`config.mk`:
```
export PLATFORM = sky130hd
export DESIGN_NAME = baud_nco
export DESIGN_NICKNAME = d
export VERILOG_FILES = /design/src/rtl/baud_nco_pkg.sv /design/src/rtl/baud_inc_regs.sv /design/src/rtl/baud_phase_acc.sv /design/src/rtl/baud_nco.sv
export SDC_FILE = /design/constraint.sdc
export NUM_CORES = 1
export LEC_CHECK = 0
export ABC_AREA = 0
export BUFFER_PORTS_ARGS = -buffer_cell sky130_fd_sc_hd__buf_2
export CORE_MARGIN = 10
export CORE_UTILIZATION = 54
export DETAILED_ROUTE_END_ITERATION = 10
export GPL_ROUTABILITY_DRIVEN = 0
export GPL_TIMING_DRIVEN = 0
export HOLD_SLACK_MARGIN = 0.1
export PLACE_DENSITY = 0.79
export SYNTH_ARGS = -nofsm -noshare
export SYNTH_HDL_FRONTEND = slang
export SYNTH_SLANG_ARGS = --single-unit
```
`constraint.sdc`:
```
create_clock -name clk -period 4 [get_ports clk]
set_input_delay 0.8 -clock clk [delete_from_list [all_inputs] [get_ports clk]]
set_output_delay 0.8 -clock clk [all_outputs]
set_load 0.1 [all_outputs]
```
`src/rtl/baud_nco_pkg.sv`:
```
package baud_nco_pkg;
    localparam int ACC_W  = 16;
    localparam int NBYTES = ACC_W / 8;

    typedef struct packed {
        logic [ACC_W-1:0] inc;
        logic             en;
    } cfg_t;

    typedef struct packed {
        logic [ACC_W-1:0] phase;
        logic             tick;
    } acc_t;
endpackage

```
`src/rtl/baud_inc_regs.sv`:
```
module baud_inc_regs
    import baud_nco_pkg::*;
#(
    parameter int               ADDR_W  = 6,
    parameter int               DATA_W  = 32,
    parameter logic [ADDR_W-1:0] OFS_LO  = 6'h10,
    parameter logic [ADDR_W-1:0] OFS_CTL = 6'h14
) (
    input  logic              clk,
    input  logic              rst_n,
    input  logic              wr_en,
    input  logic [ADDR_W-1:0] wr_addr,
    input  logic [DATA_W-1:0] wr_data,
    input  logic              tx_busy,
    output logic [ACC_W-1:0]  inc,
    output logic              en
);
    localparam int STRIDE = 4;

    cfg_t cfg_d, cfg_q;
    logic [NBYTES-1:0] byte_hit;
    logic              ctl_hit;
    logic              load_ok;

    // Byte k sits STRIDE bytes below byte k-1; the lowest byte at OFS_LO.
    for (genvar k = 0; k < NBYTES; k++) begin : g_byte
        localparam logic [ADDR_W-1:0] OFS_K = ADDR_W'(int'(OFS_LO) - STRIDE * k);
        assign byte_hit[k] = wr_en && (wr_addr == OFS_K);
    end

    assign ctl_hit = wr_en && (wr_addr == OFS_CTL);
    assign load_ok = !cfg_q.en && !tx_busy;

    always_comb begin
        cfg_d = cfg_q;
        for (int k = 0; k < NBYTES; k++) begin
            if (byte_hit[k] && load_ok) begin
                cfg_d.inc[k*8 +: 8] = wr_data[7:0];
            end
        end
        if (ctl_hit) begin
            cfg_d.en = wr_data[0];
        end
    end

    always_ff @(posedge clk or negedge rst_n) begin
        if (!rst_n) begin
            cfg_q <= '0;
        end else begin
            cfg_q <= cfg_d;
        end
    end

    assign inc = cfg_q.inc;
    assign en  = cfg_q.en;

    // rate may only move while off and transmitter idle
    a_r8_hold_inc: assert property (@(posedge clk) disable iff (!rst_n)
        (cfg_q.en || tx_busy) |=> $stable(cfg_q.inc));

    // control write lands on the next cycle
    a_r4_enable_write: assert property (@(posedge clk) disable iff (!rst_n)
        ctl_hit |=> (cfg_q.en == $past(wr_data[0])));
endmodule

```
`src/rtl/baud_phase_acc.sv`:
```
module baud_phase_acc
    import baud_nco_pkg::*;
(
    input  logic             clk,
    input  logic             rst_n,
    input  logic             en,
    input  logic [ACC_W-1:0] inc,
    output logic             tick
);
    acc_t acc_d, acc_q;
    logic [ACC_W:0] sum;

    always_comb begin
        sum   = {1'b0, acc_q.phase} + {1'b0, inc};
        acc_d = acc_q;
        if (en) begin
            acc_d.phase = sum[ACC_W-1:0];
            acc_d.tick  = sum[ACC_W];
        end else begin
            acc_d.phase = '0;
            acc_d.tick  = 1'b0;
        end
    end

    always_ff @(posedge clk or negedge rst_n) begin
        if (!rst_n) begin
            acc_q <= '0;
        end else begin
            acc_q <= acc_d;
        end
    end

    assign tick = acc_q.tick;

    // disabled generator keeps zero phase and no tick
    a_r7_idle_clear: assert property (@(posedge clk) disable iff (!rst_n)
        !en |=> (acc_q.phase == '0 && !tick));

    // zero increment never carries
    a_r6_zero_rate: assert property (@(posedge clk) disable iff (!rst_n)
        (inc == '0) |=> !tick);

    // slow rates never give back-to-back ticks
    a_r9_single_pulse: assert property (@(posedge clk) disable iff (!rst_n)
        (tick && inc <= ACC_W'(1 << (ACC_W - 1))) |=> !tick);
endmodule

```
`src/rtl/baud_nco.sv`:
```
module baud_nco
    import baud_nco_pkg::*;
#(
    parameter int               ADDR_W  = 6,
    parameter int               DATA_W  = 32,
    parameter logic [ADDR_W-1:0] OFS_LO  = 6'h10,
    parameter logic [ADDR_W-1:0] OFS_CTL = 6'h14
) (
    input  logic              clk,
    input  logic              rst_n,
    input  logic              wr_en,
    input  logic [ADDR_W-1:0] wr_addr,
    input  logic [DATA_W-1:0] wr_data,
    input  logic              tx_busy,
    output logic              tick,
    output logic              enabled
);
    logic [ACC_W-1:0] inc;
    logic             en;

    baud_inc_regs #(
        .ADDR_W (ADDR_W),
        .DATA_W (DATA_W),
        .OFS_LO (OFS_LO),
        .OFS_CTL(OFS_CTL)
    ) u_regs (
        .clk    (clk),
        .rst_n  (rst_n),
        .wr_en  (wr_en),
        .wr_addr(wr_addr),
        .wr_data(wr_data),
        .tx_busy(tx_busy),
        .inc    (inc),
        .en     (en)
    );

    baud_phase_acc u_acc (
        .clk  (clk),
        .rst_n(rst_n),
        .en   (en),
        .inc  (inc),
        .tick (tick)
    );

    assign enabled = en;

    // quiet after reset release
    a_r1_reset_quiet: assert property (@(posedge clk)
        $rose(rst_n) |-> (!tick && !enabled));
endmodule

```
==> impl_metrics.yaml, run 1 <==
run_status:
  status: "finished, final reports clean"
timing:
  rsz0062_at_grt: "no"
  whs_ps: 519
  slew_headroom_pct: 45.3
  finalCritPeriodShare_pct: 59.3
  setup_slack_ps: 1630
  finalClockSkew_ps: 3.13
  hold_viol: 0
  max_freq_ghz: 0.422
  setup_tns_ps: 0
  finalCriticalPeriod_ps: 2370
  setup_viol: 0
  finalMaxSlewViolations: 0
  tightest_slew_ps: 815
clock_network:
  cts_sinks: 34
  clk-insertion-delay-late_ps: 290
  cts_buffers: 5
  cts_root_buffer: "clkbuf_8"
  clkTransAtPathRegs_ps: 70
  cts_buffer_depth: 2
  tritoncts: "built"
  ctsHoldBuffers: 0
  cts_setup_buffers: 0
  cts-resized-gates: 0
  h-tree-depth: 2
placed_design:
  dp_hpwl_um: 3050
  preCtsSetupSlack_ps: 1330
  dpl.cell_count: 255
  portBuffers: 19
logic_synthesis:
  synth_cells: 188
  synth_top_area_share_pct: 42.7
  synth_most_common_cell: "dfrtp_1"
  synthTopCellsByArea: "dfrtp_1 43%, ha_1 10%, mux2_2 9.6%"
  synth_cell_types: 47
  syn_area_per_cell_um2: 10.6
  synth_nets: 247
  ys.flop_type: "dfrtp_1"
  synth_common_cells: "34 x dfrtp_1, 17 x mux2_2, 16 x ha_1, 13 x a21oi_1, 13 x nand2_1"
  async_flop_share_pct: 100
  syn_area_um2: 1990
  yosysSeqAreaShare_pct: 42.7
  ys.warnings.count: 0
  synth_edf_count: 0
  ys_seq_elements: 34
  yosysTopAreaCell: "dfrtp_1"
setup_path:
  ff2ff_setup_slack_ps: 1630
  criticalPathCategory: "flip-flop to flip-flop"
  cp-end-kind: "flip-flop"
  worst_setup_path_start_kind: "flip-flop"
  startpoint: "u_regs.inc[0]$_DFFE_PN0P_"
  reg2reg_depth: 8
  timing.rr.start: "u_regs.inc[0]$_DFFE_PN0P_"
  cp.required_ps: 4170
  arrival_ps: 2550
  rr_endpoint: "u_acc.acc_q[11]$_DFF_PN0_"
  crit_fanout: 4
global_routing:
  grt_first_pass_wirelength_um: 7030
  grt_usage_pct: 14.0
  grt_max_degree: 35
  antenna_found_initial: 0
  grt_pass1_vias: 1556
  grt_overflow_total: 0
power_and_ir_drop:
  leakage_uw: 0.00110
  ir_drop_mv: 0.190
  power.density_nw_per_um2: 352
route:
  postRouteWirelength_um: 4070
  wire_per_inst_um: 15.5
  drtAntennaViolNets: 0
  drtPass1Iterations: 4
  drtIter0Drc: 87
  viasPerCell: 5.83
  vias: 1534
  drc_errors: 0
layout:
  multi_input_area_um2: 1080
  nets: 273
  drive_gt1_share_pct: 23.3
  postLayoutCoreUtil_pct: 62.6
  fillCellCount: 303
  area_growth_pct: 13.3
  final-seq-area_um2: 851
  fin_cells: 263
  antenna_cells: 0
floorplanning:
  dieHeight_um: 80.8
  die_area_um2: 6520
  core_area_um2: 3610
  ioPinCount: 44
  rows: 22
  start_util_pct: 55.3
  die_width_um: 80.8
flow_run:
  maxCapViolations: 0
min_path:
  hp-class: "flip-flop to flip-flop"
  whs_path_depth: 1
  whs_endpoint: "u_regs.inc[9]$_DFFE_PN0P_"
  min_from: "u_regs.inc[9]$_DFFE_PN0P_"
-- placed cells by master, fill, tap and decap left out, types with 9 or more instances in the layout --
cell type	netlist	routed
buf_2	0	19
clkbuf_8	1	9
dfrtp_1	34	34
nor2_1	12	12
ha_1	16	16
mux2_2	17	17
inv_1	11	11
a21oi_1	13	13
nand2_1	13	13
-- worst max-delay path: stages, from the launching register on --
cell and delay [ps]:
dfrtp_1 380, ha_1 220, inv_1 70, fa_1 200
nor2b_1 80, o31a_1 280, o31ai_1 580, nand2_1 100
o311ai_0 350
-- report_power, final --
group | switching (uW) | total [uW] | internal (uW)
Sequential | 11.2 | 376 | 364
Combinational | 77.0 | 126 | 48.7
Clock | 121 | 295 | 174
Total | 209 | 796 | 587
-- metrics by stage --
stage               total power (uW)  instance area, um^2
finish                           796                 2260
global route                     837                 2260
CTS                              806                 2260
detailed placement               508                 2150
global placement                 504                 2150
floorplan                        468                 1990
-- cells by family (layout without fill, tap and decap cells) --
family	after synthesis	in the layout	synth area share [%]
AOI/OAI and AO/OA	42	42	14.1
xor gates and xnor gates	4	4	1.76
adders and majority gates	17	17	11.0
DFF	34	34	42.7
muxes	22	22	12.1
and+or+nand+nor	54	54	14.9
buffers and inverters	15	42	3.33
-- state kept, by name, summed over array words and instances, names as in the netlist --
| signal | cells |
|---|---|
| u_acc.acc_q | 16 |
| u_acc.tick | 1 |
| u_regs.en | 1 |
| u_regs.inc | 16 |
-- layer usage --
metal | GRT usage [%] | part of all wire, % | vias to the layer above
li1 | - | - | 748
met1 | 17.3 | 48 | 747
met2 | 21.5 | 46 | 33
met3 | 4.19 | 5.0 | 6
met4 | 7.61 | 1.6 | 0
met5 | 0 | 0 | -
-- area by class of cell --
cell class              instances  area share [%]
flip-flops and latches         34            37.7
plain buffers                   4            1.11
clock buffers                   8            4.88
inverters                      11            1.83
multi-input cells             139            47.6
repair buffers                 19            4.21
well taps                      48            2.66
-- worst max-delay path by stage --
stage / end / slack (ps) / cells past startpoint
floorplan: u_regs.inc[0]$_DFFE_PN0P_ / 1680 / 4
detailed placement: u_regs.inc[10]$_DFFE_PN0P_ / 1330 / 4
global placement: u_regs.inc[10]$_DFFE_PN0P_ / 1380 / 4
finish: u_acc.acc_q[11]$_DFF_PN0_ / 1630 / 8
global route: u_acc.acc_q[11]$_DFF_PN0_ / 1420 / 8
CTS: u_regs.inc[11]$_DFFE_PN0P_ / 1650 / 4
Note: power is estimated with default switching activity, not from simulation.
==> inputs of run 2 (changes only) <==
--- a/config.mk
+++ b/config.mk
@@ -5,7 +5,7 @@
 export SDC_FILE = /design/constraint.sdc
 export NUM_CORES = 1
 export LEC_CHECK = 0
-export ABC_AREA = 0
+export ABC_AREA = 1
 export BUFFER_PORTS_ARGS = -buffer_cell sky130_fd_sc_hd__buf_2
 export CORE_MARGIN = 10
 export CORE_UTILIZATION = 54
==> constraint.sdc (replaced) <==
create_clock -name clk -period 2.3 [get_ports clk]
set_input_delay 0.46 -clock clk [delete_from_list [all_inputs] [get_ports clk]]
set_output_delay 0.46 -clock clk [all_outputs]
set_load 0.1 [all_outputs]
==> impl_metrics.yaml, run 2 <==
run_status:
  status: "finished, final reports clean"
global_routing:
  grt_max_degree: 35
  grt_first_pass_wirelength_um: 7790
  grt_usage_pct: 13.5
  grt_pass1_vias: 1885
  grt_overflow_total: 0
  antenna_found_initial: 0
logic_synthesis:
  synth_nets: 359
  synth_most_common_cell: "nand2_1"
  ys_seq_elements: 34
  syn_area_per_cell_um2: 7.32
  synth_edf_count: 0
  synth_top_area_share_pct: 38.8
  ys.warnings.count: 0
  ys.flop_type: "dfrtp_1"
  synth_common_cells: "95 x nand2_1, 58 x inv_1, 34 x dfrtp_1, 22 x nor2_1, 18 x a21oi_1"
  synth_cells: 300
  synth_cell_types: 27
  yosysSeqAreaShare_pct: 38.8
  yosysTopAreaCell: "dfrtp_1"
  syn_area_um2: 2190
  synthTopCellsByArea: "dfrtp_1 39%, nand2_1 16%, inv_1 9.9%"
  async_flop_share_pct: 100
flow_run:
  maxCapViolations: 0
timing:
  setup_viol: 0
  tightest_slew_ps: 767
  finalCriticalPeriod_ps: 1760
  finalMaxSlewViolations: 0
  setup_tns_ps: 0
  finalCritPeriodShare_pct: 76.5
  setup_slack_ps: 542
  hold_viol: 0
  slew_headroom_pct: 48.9
  whs_ps: 239
  max_freq_ghz: 0.569
  rsz0062_at_grt: "no"
  finalClockSkew_ps: 7.33
layout:
  area_growth_pct: 11.3
  mostFrequentLayoutCell: "nand2_1"
  postLayoutCoreUtil_pct: 61.5
  antenna_cells: 0
  drive_gt1_share_pct: 14.1
  fillCellCount: 365
  fin_cells: 377
  nets: 385
  mostFrequentLayoutCells: "95 x nand2_1, 58 x inv_1, 34 x dfrtp_1, 22 x nor2_1, 19 x buf_2"
  reg.largest.list: "u_acc.acc_q: 16 flops, u_regs.inc: 16 flops"
clock_network:
  cts_sinks: 34
  cts-resized-gates: 0
  cts_setup_buffers: 0
  cts_root_buffer: "clkbuf_8"
  tritoncts: "built"
  cts_buffers: 5
  clkTransAtPathRegs_ps: 70
  cts_buffer_depth: 2
  h-tree-depth: 2
  ctsHoldBuffers: 0
  clk-insertion-delay-late_ps: 290
floorplanning:
  die_area_um2: 7010
  dieHeight_um: 83.8
  start_util_pct: 55.3
  rows: 23
  core_area_um2: 3970
  die_width_um: 83.8
  ioPinCount: 44
power_and_ir_drop:
  p_int_uw: 911
  seqPwrFrac_pct: 50.9
  ir_drop_mv: 0.407
  comb_power_share_pct: 15.0
  switching_share_pct: 29.6
  clock_power_share_pct: 34.1
  switching_power_uw: 383
  leakage_uw: 0.00143
  power.density_nw_per_um2: 530
route:
  drtPass1Iterations: 4
  drtAntennaViolNets: 0
  viasPerCell: 4.90
  drc_errors: 0
  drtIter0Drc: 109
  wire_per_inst_um: 11.9
  postRouteWirelength_um: 4480
  vias: 1848
setup_path:
  timing.rr.start: "u_regs.inc[0]$_DFFE_PN0P_"
  cp.required_ps: 2480
  startpoint: "u_regs.inc[0]$_DFFE_PN0P_"
  cp-end-kind: "flip-flop"
  crit_fanout: 4
  ff2ff_setup_slack_ps: 540
  criticalPathCategory: "flip-flop to flip-flop"
  worst_setup_path_start_kind: "flip-flop"
  arrival_ps: 1940
placed_design:
  dpl.cell_count: 369
  dp_hpwl_um: 3610
  portBuffers: 19
  preCtsSetupSlack_ps: 554
min_path:
  hp-class: "primary input to async pin"
run 2: changes by cell type after synthesis, sizes merged, moves of 8 or more:
| cell | delta |
|---|---|
| nand3 | +8 |
| o21ai | +19 |
| nor2 | +11 |
| inv | +47 |
| mux2 | -17 |
| nand2 | +85 |
run 2: cells by family after synthesis:
| kind of cell | share of synthesized area [%] |
|---|---|
| AOI/OAI and AO/OA | 11.3 |
| DFF | 38.8 |
| adders and majority gates | 10.0 |
| buffers and inverters | 11.1 |
| xor gates and xnor gates | 0.399 |
| and+or+nand+nor | 28.4 |
run 2: power groups by stage:
stage	registers [uW]	clock network [uW]	logic, uW
2_1_floorplan	675	0	123
3_3_place_gp	669	0	189
3_5_place_dp	669	0	196
4_1_cts	658	453	196
5_1_grt	663	477	221
6_report	658	441	194
run 2: final timing paths:
kind,end,depth (start not counted)
min reg2reg,u_regs.inc[6]$_DFFE_PN0P_,2
max,u_acc.acc_q[9]$_DFF_PN0_,10
max in group asynchronous,u_acc.acc_q[13]$_DFF_PN0_,1
min in group clk,u_regs.inc[6]$_DFFE_PN0P_,3
max reg2reg,u_acc.acc_q[9]$_DFF_PN0_,10
min,u_acc.acc_q[12]$_DFF_PN0_,1
run 2: cell type report:
type	instances	area, um^2	share of cell area [%]
clock buffers	5	68.8	2.82
inverters	58	218	8.91
clock inverters	3	21.3	0.871
plain buffers	3	26.3	1.08
repair buffers	19	95.1	3.89
flip-flops and latches	34	851	34.8
multi-input cells	205	1100	45.0
well taps	50	62.6	2.56
run 2: metrics by stage:
| step | area (um^2) | power [uW] |
|---|---|---|
| final | 2440 | 1290 |
| after global routing | 2440 | 1360 |
| after CTS | 2440 | 1310 |
| after detailed placement | 2350 | 865 |
| after global placement | 2350 | 858 |
| after floorplan | 2190 | 798 |
run 2: critical path: stages, from the launching register on:
cell and delay [ps]:
dfrtp_1 350, ha_1 170, inv_1 50, fa_1 350, inv_1 110, nand3_1 90
nand3_1 100, inv_1 80, o21bai_1 160, and2_1 150, nor2_1 40
run 2: layer usage:
layer	vias up	routed length (um)	global-route usage, %
met5	-	0	0
met4	0	101	6.85
met3	7	176	3.13
met2	39	2170	23.5
met1	819	2030	15.0
li1	983	-	-
